## config.mk

```make
export PLATFORM = sky130hd
export DESIGN_NAME = sic_tpg
export DESIGN_NICKNAME = d
export VERILOG_FILES = /design/src/rtl/sic_gray_enc.sv /design/src/rtl/sic_step_counter.sv /design/src/rtl/sic_seed_reg.sv /design/src/rtl/sic_tpg.sv
export SDC_FILE = /design/constraint.sdc
export NUM_CORES = 1
export LEC_CHECK = 0
export BUFFER_PORTS_ARGS = -buffer_cell sky130_fd_sc_hd__buf_2
export CAP_MARGIN = 20
export CORE_MARGIN = 2
export CORE_UTILIZATION = 54
export DETAILED_ROUTE_END_ITERATION = 6
export MAX_ROUTING_LAYER = met4
export PLACE_DENSITY = 0.78
export SETUP_SLACK_MARGIN = 0.5
export SLEW_MARGIN = 5
export SYNTH_ARGS = -nofsm -noshare
export SYNTH_HDL_FRONTEND = slang
export SYNTH_HIERARCHICAL = 1
export SYNTH_SLANG_ARGS = --single-unit
```

## constraint.sdc

```tcl
create_clock -name clk -period 1.6 [get_ports clk]
set_input_delay 0.32 -clock clk [delete_from_list [all_inputs] [get_ports clk]]
set_output_delay 0.32 -clock clk [all_outputs]
set_load 0.1 [all_outputs]
```

## src/rtl/sic_gray_enc.sv

```systemverilog
module sic_gray_enc #(
  parameter int W = 4
) (
  input  logic [W-1:0] bin_i,
  output logic [W-1:0] gray_o
);

  assign gray_o[W-1] = bin_i[W-1];

  for (genvar i = 0; i < W - 1; i++) begin : g_bit
    assign gray_o[i] = bin_i[i] ^ bin_i[i+1];
  end

endmodule

```

## src/rtl/sic_step_counter.sv

```systemverilog
module sic_step_counter #(
  parameter int W = 4
) (
  input  logic         clk,
  input  logic         rst_n,
  input  logic         clr_i,
  input  logic         step_i,
  output logic [W-1:0] cnt_o,
  output logic         wrap_o
);

  localparam logic [W-1:0] CNT_MAX = {W{1'b1}};

  logic [W-1:0] cnt_q, cnt_d;

  always_comb begin
    cnt_d = cnt_q;
    if (clr_i)       cnt_d = '0;
    else if (step_i) cnt_d = cnt_q + 1'b1;
  end

  always_ff @(posedge clk or negedge rst_n) begin
    if (!rst_n) cnt_q <= '0;
    else        cnt_q <= cnt_d;
  end

  assign cnt_o  = cnt_q;
  assign wrap_o = step_i && !clr_i && (cnt_q == CNT_MAX);

endmodule

```

## src/rtl/sic_seed_reg.sv

```systemverilog
module sic_seed_reg #(
  parameter int             W         = 8,
  parameter logic [W-1:0]   SEED_INIT = 'h5A,
  parameter logic [W-1:0]   TAPS      = 'hB8
) (
  input  logic         clk,
  input  logic         rst_n,
  input  logic         load_i,
  input  logic [W-1:0] load_val_i,
  input  logic         adv_i,
  output logic [W-1:0] seed_o
);

  logic [W-1:0] seed_q, seed_d, seed_step;
  logic         fb;

  assign fb        = ^(seed_q & TAPS);
  assign seed_step = {seed_q[W-2:0], fb};

  always_comb begin
    seed_d = seed_q;
    if (load_i)     seed_d = (load_val_i == '0) ? SEED_INIT : load_val_i;
    else if (adv_i) seed_d = seed_step;
  end

  always_ff @(posedge clk or negedge rst_n) begin
    if (!rst_n) seed_q <= SEED_INIT;
    else        seed_q <= seed_d;
  end

  assign seed_o = seed_q;

endmodule

```

## src/rtl/sic_tpg.sv

```systemverilog
module sic_tpg #(
  parameter int                 VEC_W     = 8,
  parameter int                 CNT_W     = 4,
  parameter logic [VEC_W-1:0]   SEED_INIT = 'h5A,
  parameter logic [VEC_W-1:0]   TAPS      = 'hB8
) (
  input  logic             clk,
  input  logic             rst_n,
  input  logic             en,
  input  logic             seed_ld,
  input  logic [VEC_W-1:0] seed_din,
  output logic [VEC_W-1:0] vec_out,
  output logic             vec_valid
);

  localparam int UP_W = VEC_W - CNT_W;

  logic [CNT_W-1:0] cnt_q, gray_w;
  logic [VEC_W-1:0] seed_q, mask_w;
  logic [VEC_W-1:0] vec_q, vec_d;
  logic             valid_q, valid_d;
  logic             step_w, wrap_w;

  assign step_w = en && !seed_ld;

  sic_step_counter #(.W(CNT_W)) u_cnt (
    .clk    (clk),
    .rst_n  (rst_n),
    .clr_i  (seed_ld),
    .step_i (step_w),
    .cnt_o  (cnt_q),
    .wrap_o (wrap_w)
  );

  sic_gray_enc #(.W(CNT_W)) u_gray (
    .bin_i  (cnt_q),
    .gray_o (gray_w)
  );

  sic_seed_reg #(.W(VEC_W), .SEED_INIT(SEED_INIT), .TAPS(TAPS)) u_seed (
    .clk        (clk),
    .rst_n      (rst_n),
    .load_i     (seed_ld),
    .load_val_i (seed_din),
    .adv_i      (wrap_w),
    .seed_o     (seed_q)
  );

  if (UP_W == 0) begin : g_full
    assign mask_w = gray_w;
  end else begin : g_part
    assign mask_w = {{UP_W{1'b0}}, gray_w};
  end

  always_comb begin
    vec_d   = vec_q;
    valid_d = step_w;
    if (step_w) vec_d = seed_q ^ mask_w;
  end

  always_ff @(posedge clk or negedge rst_n) begin
    if (!rst_n) begin
      vec_q   <= '0;
      valid_q <= 1'b0;
    end else begin
      vec_q   <= vec_d;
      valid_q <= valid_d;
    end
  end

  assign vec_out   = vec_q;
  assign vec_valid = valid_q;

endmodule

```

== Word-level counts from Yosys, hierarchy flattened ==
Index checks and enable logic that the tools add are counted.
Storage, ports and cells
  word-level logic and storage cells: 23
  output and inout bits: 9
  register bits after elaboration: 21
Cells by class
  multiplexer cells: 5
  bitwise gates (word level): 4
  equal/unequal tests: 1
  add/subtract/negate cells: 1
  reductions and logical operators: 8
Operators with widths (count)
  $mux 8: 3
  $logic_not 8->1: 1
  $mux 4: 2
  $reduce_xor 8->1: 1
  $xor 8x4->8: 1
  $add 4x1->4 const B: 1
  $eq 4x4->1 const B: 1
  $reduce_bool 2->1: 2
  $logic_and 1x1->1: 3
  $xor 1x1->1: 3
  $logic_not 1->1: 1

== Depth between registers and ports, before layout ==
Gate-level depths: netlist of run 1.
  word-level depth: 6
  gate-level depth with buffers: 8

== By module ==
Netlist of run 1, hierarchy kept.
By module, submodules not included
  sic_seed_reg: sequential area each 205.2 sq um, times used 1, cells each 45, area each 466.7 sq um
  sic_tpg: sequential area each 225.2 sq um, times used 1, cells each 23, area each 414.1 sq um
  sic_step_counter: sequential area each 100.1 sq um, times used 1, cells each 18, area each 227.7 sq um
  sic_gray_enc: sequential area each 0.0 sq um, times used 1, cells each 4, area each 33.8 sq um

== Worst setup path before layout of run 1 ==
No wires, ideal clock.
  path type: input port to flip-flop
  start point: input port en
  end point: register u_seed.seed_q[1], in the netlist u_seed/seed_o[1]
  library setup time: 84 ps
  buffers on the path: 3
  arrival: 1419 ps
  path slack: 97 ps
  data required time: 1516 ps
  stages on the path: 8
  path through: nor2b_4 -> buf_12 -> buf_6 -> and4_1 -> buf_4 -> nor2b_1 -> a211oi_1 -> a21oi_1
Between the ends
  word-level cells in the longest chain between the ends: 4
Ends and longest elaborated chain
  start: declaration: RTL line sic_tpg.sv:9  | input logic en,
  $logic_and 1x1->1: RTL line sic_tpg.sv:24  | assign step_w = en && !seed_ld;
  named net step_w: RTL line sic_tpg.sv:22  | logic step_w, wrap_w;
  $logic_and 1x1->1 (2 in a row): RTL line sic_step_counter.sv:28  | assign wrap_o = step_i && !clr_i && (cnt_q == CNT_MAX);
  named net wrap_w: RTL line sic_tpg.sv:22
  $reduce_bool 2->1 (no line)
  end signal: assignment: RTL line sic_seed_reg.sv:27  | if (!rst_n) seed_q <= SEED_INIT;
  end signal: assignment: RTL line sic_seed_reg.sv:28  | else seed_q <= seed_d;
  end: declaration: RTL line sic_seed_reg.sv:14  | logic [W-1:0] seed_q, seed_d, seed_step;
The timed path passes the listed nets, and every way through them passes these cells.
A chain may end at the register's enable or synchronous reset.

== Final worst setup path of run 1 ==
  start point: register u_cnt.cnt_q[3], in the netlist u_cnt/cnt_o[3]
  end point: register u_seed.seed_q[0], in the netlist u_seed/seed_o[0]
Between the ends
  word-level cells in the longest chain between the ends: 3
Ends and longest elaborated chain
  start: declaration: RTL line sic_step_counter.sv:14  | logic [W-1:0] cnt_q, cnt_d;
  start signal: assignment: RTL line sic_step_counter.sv:24  | else cnt_q <= cnt_d;
  $eq 4x4->1: RTL line sic_step_counter.sv:28
  $logic_and 1x1->1: RTL line sic_step_counter.sv:28
  $reduce_bool 2->1 (no line)
Every way passes these cells.

==> results of run 1 <==
## per-stage QoR
stage	setup slack (ps)	instances	power [W]	hold WS, ps
after global routing	168	153	0.00179	281
after global placement	200	135	0.00122	295
after CTS	341	151	0.00166	265
after floorplan	171	90	0.00113	24.4
after detailed placement	178	135	0.00123	303
final	244	153	0.00172	265
## placed cells by master, fill, tap and decap left out, drive strengths merged, types with 6 or more instances in the layout
cell type	Yosys	layout
a21oi	10	10
mux2	9	9
dfrtp	17	17
nor2b	6	6
xor2	9	9
buf	6	36
## cell type report
class / count / share of cell area [%]
multi-input combinational: 64 / 39.3
sequential: 21 / 34.5
clock buffer: 4 / 1.67
timing repair buffer: 37 / 22.4
tap: 27 / 2.14
## flip-flops by register name, indices dropped and copies added (netlist names)
register / flops
u_cnt/cnt_o: 4
vec_valid: 1
u_seed/seed_o: 8
vec_out: 8
## worst min-delay path: cells and delay by family
family                 cells  cell delay (ps)
buffers and inverters      1              120
AND/OR/NAND/NOR            1               50
AO/OA/AOI/OAI              1               50
## per-layer routing
layer | wire [um] | GRT usage (%)
met5 | 0 | -
met4 | 40 | 9.72
met3 | 93 | 3.64
met2 | 1390 | 37.7
met1 | 1250 | 31.0
## final timing paths
kind,slack (ps),from,end
max in group asynchronous,770,rst_n,u_seed/seed_o[6]
min in group asynchronous,480,rst_n,u_cnt/cnt_o[3]
worst min register to register,580,vec_out[5],vec_out[5]
worst min-delay path,260,seed_din[7],u_seed/seed_o[7]
worst max register to register,240,u_cnt/cnt_o[3],u_seed/seed_o[0]
worst max-delay path,240,u_cnt/cnt_o[3],u_seed/seed_o[0]
## power by group through the flow
stage                     logic (W)  registers [W]  clock network (W)
after global routing       0.000808       0.000694           0.000285
after floorplan            0.000152       0.000973                  0
after detailed placement   0.000564       0.000664                  0
after global placement     0.000557       0.000661                  0
after CTS                  0.000718       0.000669           0.000269
final                      0.000778       0.000686           0.000259
## kinds of logic (layout without fill, tap and decap cells)
kind of cell | count (synthesis) | in the layout | share of synthesized area [%]
flip-flops | 21 | 21 | 46.4
AO/OA/AOI/OAI | 19 | 19 | 9.64
AND/OR/NAND/NOR | 19 | 20 | 14.1
multiplexers | 13 | 13 | 15.3
XOR/XNOR | 11 | 11 | 8.43
buffers and inverters | 6 | 41 | 4.93
adder cells (fa/ha/maj) | 1 | 1 | 1.10
## repair_timing
item	in CTS	in global routing
setup endpoints to repair	20	23
gates resized for setup	35	10
endpoints found under the hold margin	17	0
buffers inserted	10	2
pin swaps	6	5
hold buffers	1	0
cloned	1	0
==> reports/qor.csv, run 1 <==
metric;value;unit
outcome;finished, final reports clean;
crit_chain;nor2b_4, and4_4, nor3b_2, a21oi_1, o21ai_1;
intPower;0.00103;W
worst_pin_slew;462;ps
path_class;flop to flop;
finalInstanceArea;1580;sq um
global_route.usage.total;24.0;%
cts_sinks;21;
rr_worst_depth;5;
ys.flop_type;dfrtp_1;
worst_hold_path.num_cells;3;
num_vias;824;
n_antenna_cell;0;
synth_seq_cells;21;
drv_slew;0;
port_buffers;20;
maxCapViolCount;0;
cts_buffers;3;
area_growth;38.1;%
switching_power;0.000694;W
tritoncts;done;
multi_input_area;619;sq um
fin_crit_sh;84.7;%
rsz0062_at_grt;true;
dieArea;2500;sq um
fp.dieW;50.0;um
grt_pass1_wl;4260;um
cts-root-buf;clkbuf_4;
remaining_drc_errors;0;
clk-insertion-delay-late;310;ps
die_h;50.0;um
p_leak;0.703;nW
antenna_found_initial;0;
skew;4.11;ps
nNetsFinal;140;
h-tree-depth;1;
syn_avg_cell_area;12.7;sq um
gp_congestion;0.744;
path_buf_inv;0;
seqPwrFrac;39.8;%
synth_area_leader_cell;dfrtp_1;
synthDistinctLibCells;26;
synth_area_leaders;dfrtp_1 (37%), mux2_4 (12%), dfstp_2 (9.2%);
nFillCells;107;
synthArstFlopShare;100;%
grt_pass1_vias;869;
yosysWarnings;6;
crit_arrival;1540;ps
setup_violations;0;
path_depth;5;
crit_fanout;6;
drive_gt1_share;61.1;%
synth.cell_area;1140;sq um
hp-class;input port to flop;
peakVddDrop;667;uV
path_clk_slew;120;ps
critPathLaunchType;flop;
synthCells;90;
ant_nets;0;
place_hpwl;1410;um
grt_start_max_net_pins;22;
grt.overflow.total;0;
clkPwrFrac;15.0;%
p_per_area;1090;nW/um^2
vias_per_cell;5.39;
path_delay_family;simple AND/OR/NAND/NOR gates;
synth.cells.most_frequent;dfrtp_1 (17), a21oi_1 (10), mux2_4 (9), xor2_1 (9), nor2b_1 (5);
wl;2770;um
slowest_stage;dfrtp_1;
tns;0;ps
max_stage_delay;390;ps
cts_buffer_depth;2;
pwr-share-comb;45.2;%
hold_viol_final;0;
yosysSeqAreaShare;46.4;%
syn-num-nets;103;
cp.required;1780;ps
synthDominantCellAreaShare;37.2;%
post-route-util;79.6;%
fmax;0.738;GHz
dr.first_iter.drc_count;16;
placementRows;16;
layout_min_cycle_time;1360;ps
initial_utilization;57.6;%
drt_pass1_iterations;4;
relSlewSlack;69.2;%
place_area;1270;sq um
core_area;1980;sq um
wl_per_cell;18.1;um
p_sw_share;40.3;%
regArea;544;sq um
yosysMostFrequentCell;dfrtp_1;
pin_count;21;
end_kind;flop;
synth_edf_count;0;
(Power assumes the default switching activity.)
==> run 2, diff against run 1 <==
--- a/config.mk
+++ b/config.mk
@@ -8,10 +8,10 @@
 export BUFFER_PORTS_ARGS = -buffer_cell sky130_fd_sc_hd__buf_2
 export CAP_MARGIN = 20
 export CORE_MARGIN = 2
-export CORE_UTILIZATION = 54
+export CORE_UTILIZATION = 48
 export DETAILED_ROUTE_END_ITERATION = 6
 export MAX_ROUTING_LAYER = met4
-export PLACE_DENSITY = 0.78
+export PLACE_DENSITY = 0.73
 export SETUP_SLACK_MARGIN = 0.5
 export SLEW_MARGIN = 5
 export SYNTH_ARGS = -nofsm -noshare
==> constraint.sdc (replaced) <==
create_clock -name clk -period 1.2 [get_ports clk]
set_input_delay 0.24 -clock clk [delete_from_list [all_inputs] [get_ports clk]]
set_output_delay 0.24 -clock clk [all_outputs]
set_load 0.1 [all_outputs]
==> reports/qor.csv, run 2 (synthesis results as in run 1) <==
metric;value;unit;change
placementRows;17;;+1
place_hpwl;1640;um;+17%
tritoncts;done;;
cts-root-buf;clkbuf_4;;
h-tree-depth;1;;unchanged
fin_crit_sh;108;%;+23 points
reg2reg_from;u_cnt/cnt_o[0];;
die_h;52.8;um;+5.6%
layout_commonest_cell;buf_6;;
place_ws;-138;ps;-317 ps
dp.cells;140;;+3.7%
maxCapViolCount;0;;unchanged
wl;2630;um;-5.0%
setup_ws;-90.7;ps;-335 ps
regArea;566;sq um;+3.9%
relSlewSlack;68.7;%;-0.47 points
critPathLaunchType;flop;;
violations;negative hold slack, negative setup slack;;
tns;-820;ps;-820 ps
path_class;flop to flop;;
busiest_layer;met2;;
end_kind;flop;;
grt_use_met1;24.3;%;-6.7 points
setup_violations;19;;+19
grt_pass1_wl;4130;um;-2.9%
vias_per_cell;5.54;;+2.8%
remaining_drc_errors;0;;unchanged
area_growth;45.7;%;
multi_input_area;622;sq um;+0.40%
crit_arrival;1540;ps;about the same
p_leak;0.723;nW;+2.8%
dr.first_iter.drc_count;17;;+1
startpoint;u_cnt/cnt_o[0];;
rr_endpoint;u_seed/seed_o[1];;
core_area;2230;sq um;+13%
finalInstanceArea;1660;sq um;+5.5%
port_buffers;20;;unchanged
grt_pass1_vias;865;;-0.46%
cp.required;1450;ps;-330 ps
skew;5.10;ps;+0.986 ps
instances_no_fill;155;;+1.3%
place_area;1470;sq um;+16%
met3_usage;7.14;%;+3.5 points
wl_per_cell;17.0;um;-6.2%
gp_congestion;0.787;;+5.8%
outcome;finished, violations left;;
drt_pass1_iterations;4;;unchanged
ant_nets;0;;unchanged
r2r_slack;-90;ps;-330 ps
grt_start_max_net_pins;22;;unchanged
cts_sinks;21;;unchanged
drive_gt1_share;63.0;%;+1.9 points
dieArea;2790;sq um;+11%
antenna_found_initial;0;;unchanged
worst_pin_slew;469;ps;+6.99 ps
num_vias;858;;+4.1%
cts_buffer_depth;2;;unchanged
hp-class;input port to asynchronous set/reset pin;;
fp.dieW;52.8;um;+5.6%
pin_count;21;;unchanged
worstSetupEndpoint;u_seed/seed_o[1];;
clk-insertion-delay-late;310;ps;about the same
timing.hold.ws;-136;ps;-401 ps
n_antenna_cell;0;;unchanged
rr_worst_depth;5;;unchanged
grt.overflow.total;0;;unchanged
layout_min_cycle_time;1290;ps;-65.0 ps
global_route.usage.total;22.5;%;-1.5 points
path_clk_slew;120;ps;about the same
crit_fanout;6;;unchanged
nNetsFinal;141;;+0.71%
fmax;0.775;GHz;+5.0%
peakVddDrop;957;uV;+44%
hold_viol_final;17;;+17
p_per_area;1400;nW/um^2;+29%
cts_buffers;3;;unchanged
met2_usage;36.0;%;-1.7 points
initial_utilization;51.1;%;-6.5 points
layout_common_cells;buf_6 (12), buf_2 (11), a21oi_1 (10);;
rsz0062_at_grt;true;;
drv_slew;0;;unchanged
nFillCells;156;;+46%
-- run 2: cell types whose count changed in the layout (fill, tap and decap cells not counted) --
| cell | before | now |
|---|---|---|
| buf_12 | 6 | 9 |
| buf_4 | 14 | 6 |
| buf_6 | 3 | 12 |
| buf_8 | 2 | 0 |
| dfrtp_1 | 6 | 5 |
| dfrtp_2 | 11 | 4 |
| dfrtp_4 | 0 | 8 |
| dlygate4sd3_1 | 1 | 0 |
| nor3b_1 | 0 | 1 |
| nor3b_2 | 1 | 0 |
| xnor2_1 | 2 | 1 |
| xnor2_2 | 0 | 1 |
-- run 2: worst min path at each step --
| stage | startpoint | to | slack [ps] | depth (start not counted) |
|---|---|---|---|---|
| global route | rst_n | vec_out[1] | -130 | 1 |
| CTS | rst_n | vec_out[2] | -120 | 1 |
| floorplan | rst_n | u_cnt/cnt_o[0] | -60 | 0 |
| global placement | rst_n | vec_out[1] | 210 | 1 |
| finish | rst_n | vec_out[1] | -140 | 1 |
| detailed placement | rst_n | vec_out[1] | 220 | 1 |
-- run 2: area by class of cell --
cell class	count	share of cell area, %
clock buffer	4	1.58
multi-input combinational	64	37.4
sequential	21	34.0
tap	28	2.11
timing repair buffer	38	25.0
-- run 2: through the flow --
step	total power (W)	utilization, %
after global placement	0.00187	65.7
after global routing	0.00243	74.5
after floorplan	0.00154	-
final	0.00234	74.5
after CTS	0.00230	72.2
after detailed placement	0.00189	65.7
-- run 2: worst max-delay path, stage by stage, from the launching register on --
cell and delay, ps:
dfrtp_2 450, ha_4 180, and4_4 200, buf_6 130
a211oi_2 200, a21oi_1 70
-- run 2: report_power, final --
part	total (W)	switching [W]	leakage (nW)	internal [W]
clock network	0.000347	0.000217	0.0150	0.000130
logic	0.00105	0.000597	0.469	0.000456
registers	0.000938	0.0000994	0.239	0.000839
-- run 2: routing by layer --
| layer | vias up | part of all wire, % |
|---|---|---|
| li1 | 391 | - |
| met1 | 426 | 40 |
| met2 | 32 | 50 |
| met3 | 9 | 5.7 |
| met4 | 0 | 3.5 |
| met5 | - | 0 |
-- run 2: timing repair --
item | in CTS | in global routing
endpoints found under the setup margin | 29 | 29
pin swaps | 9 | 1
buffers inserted | 6 | 4
endpoints found under the hold margin | 17 | 17
resized for setup | 15 | 6
gates cloned | 1 | 0
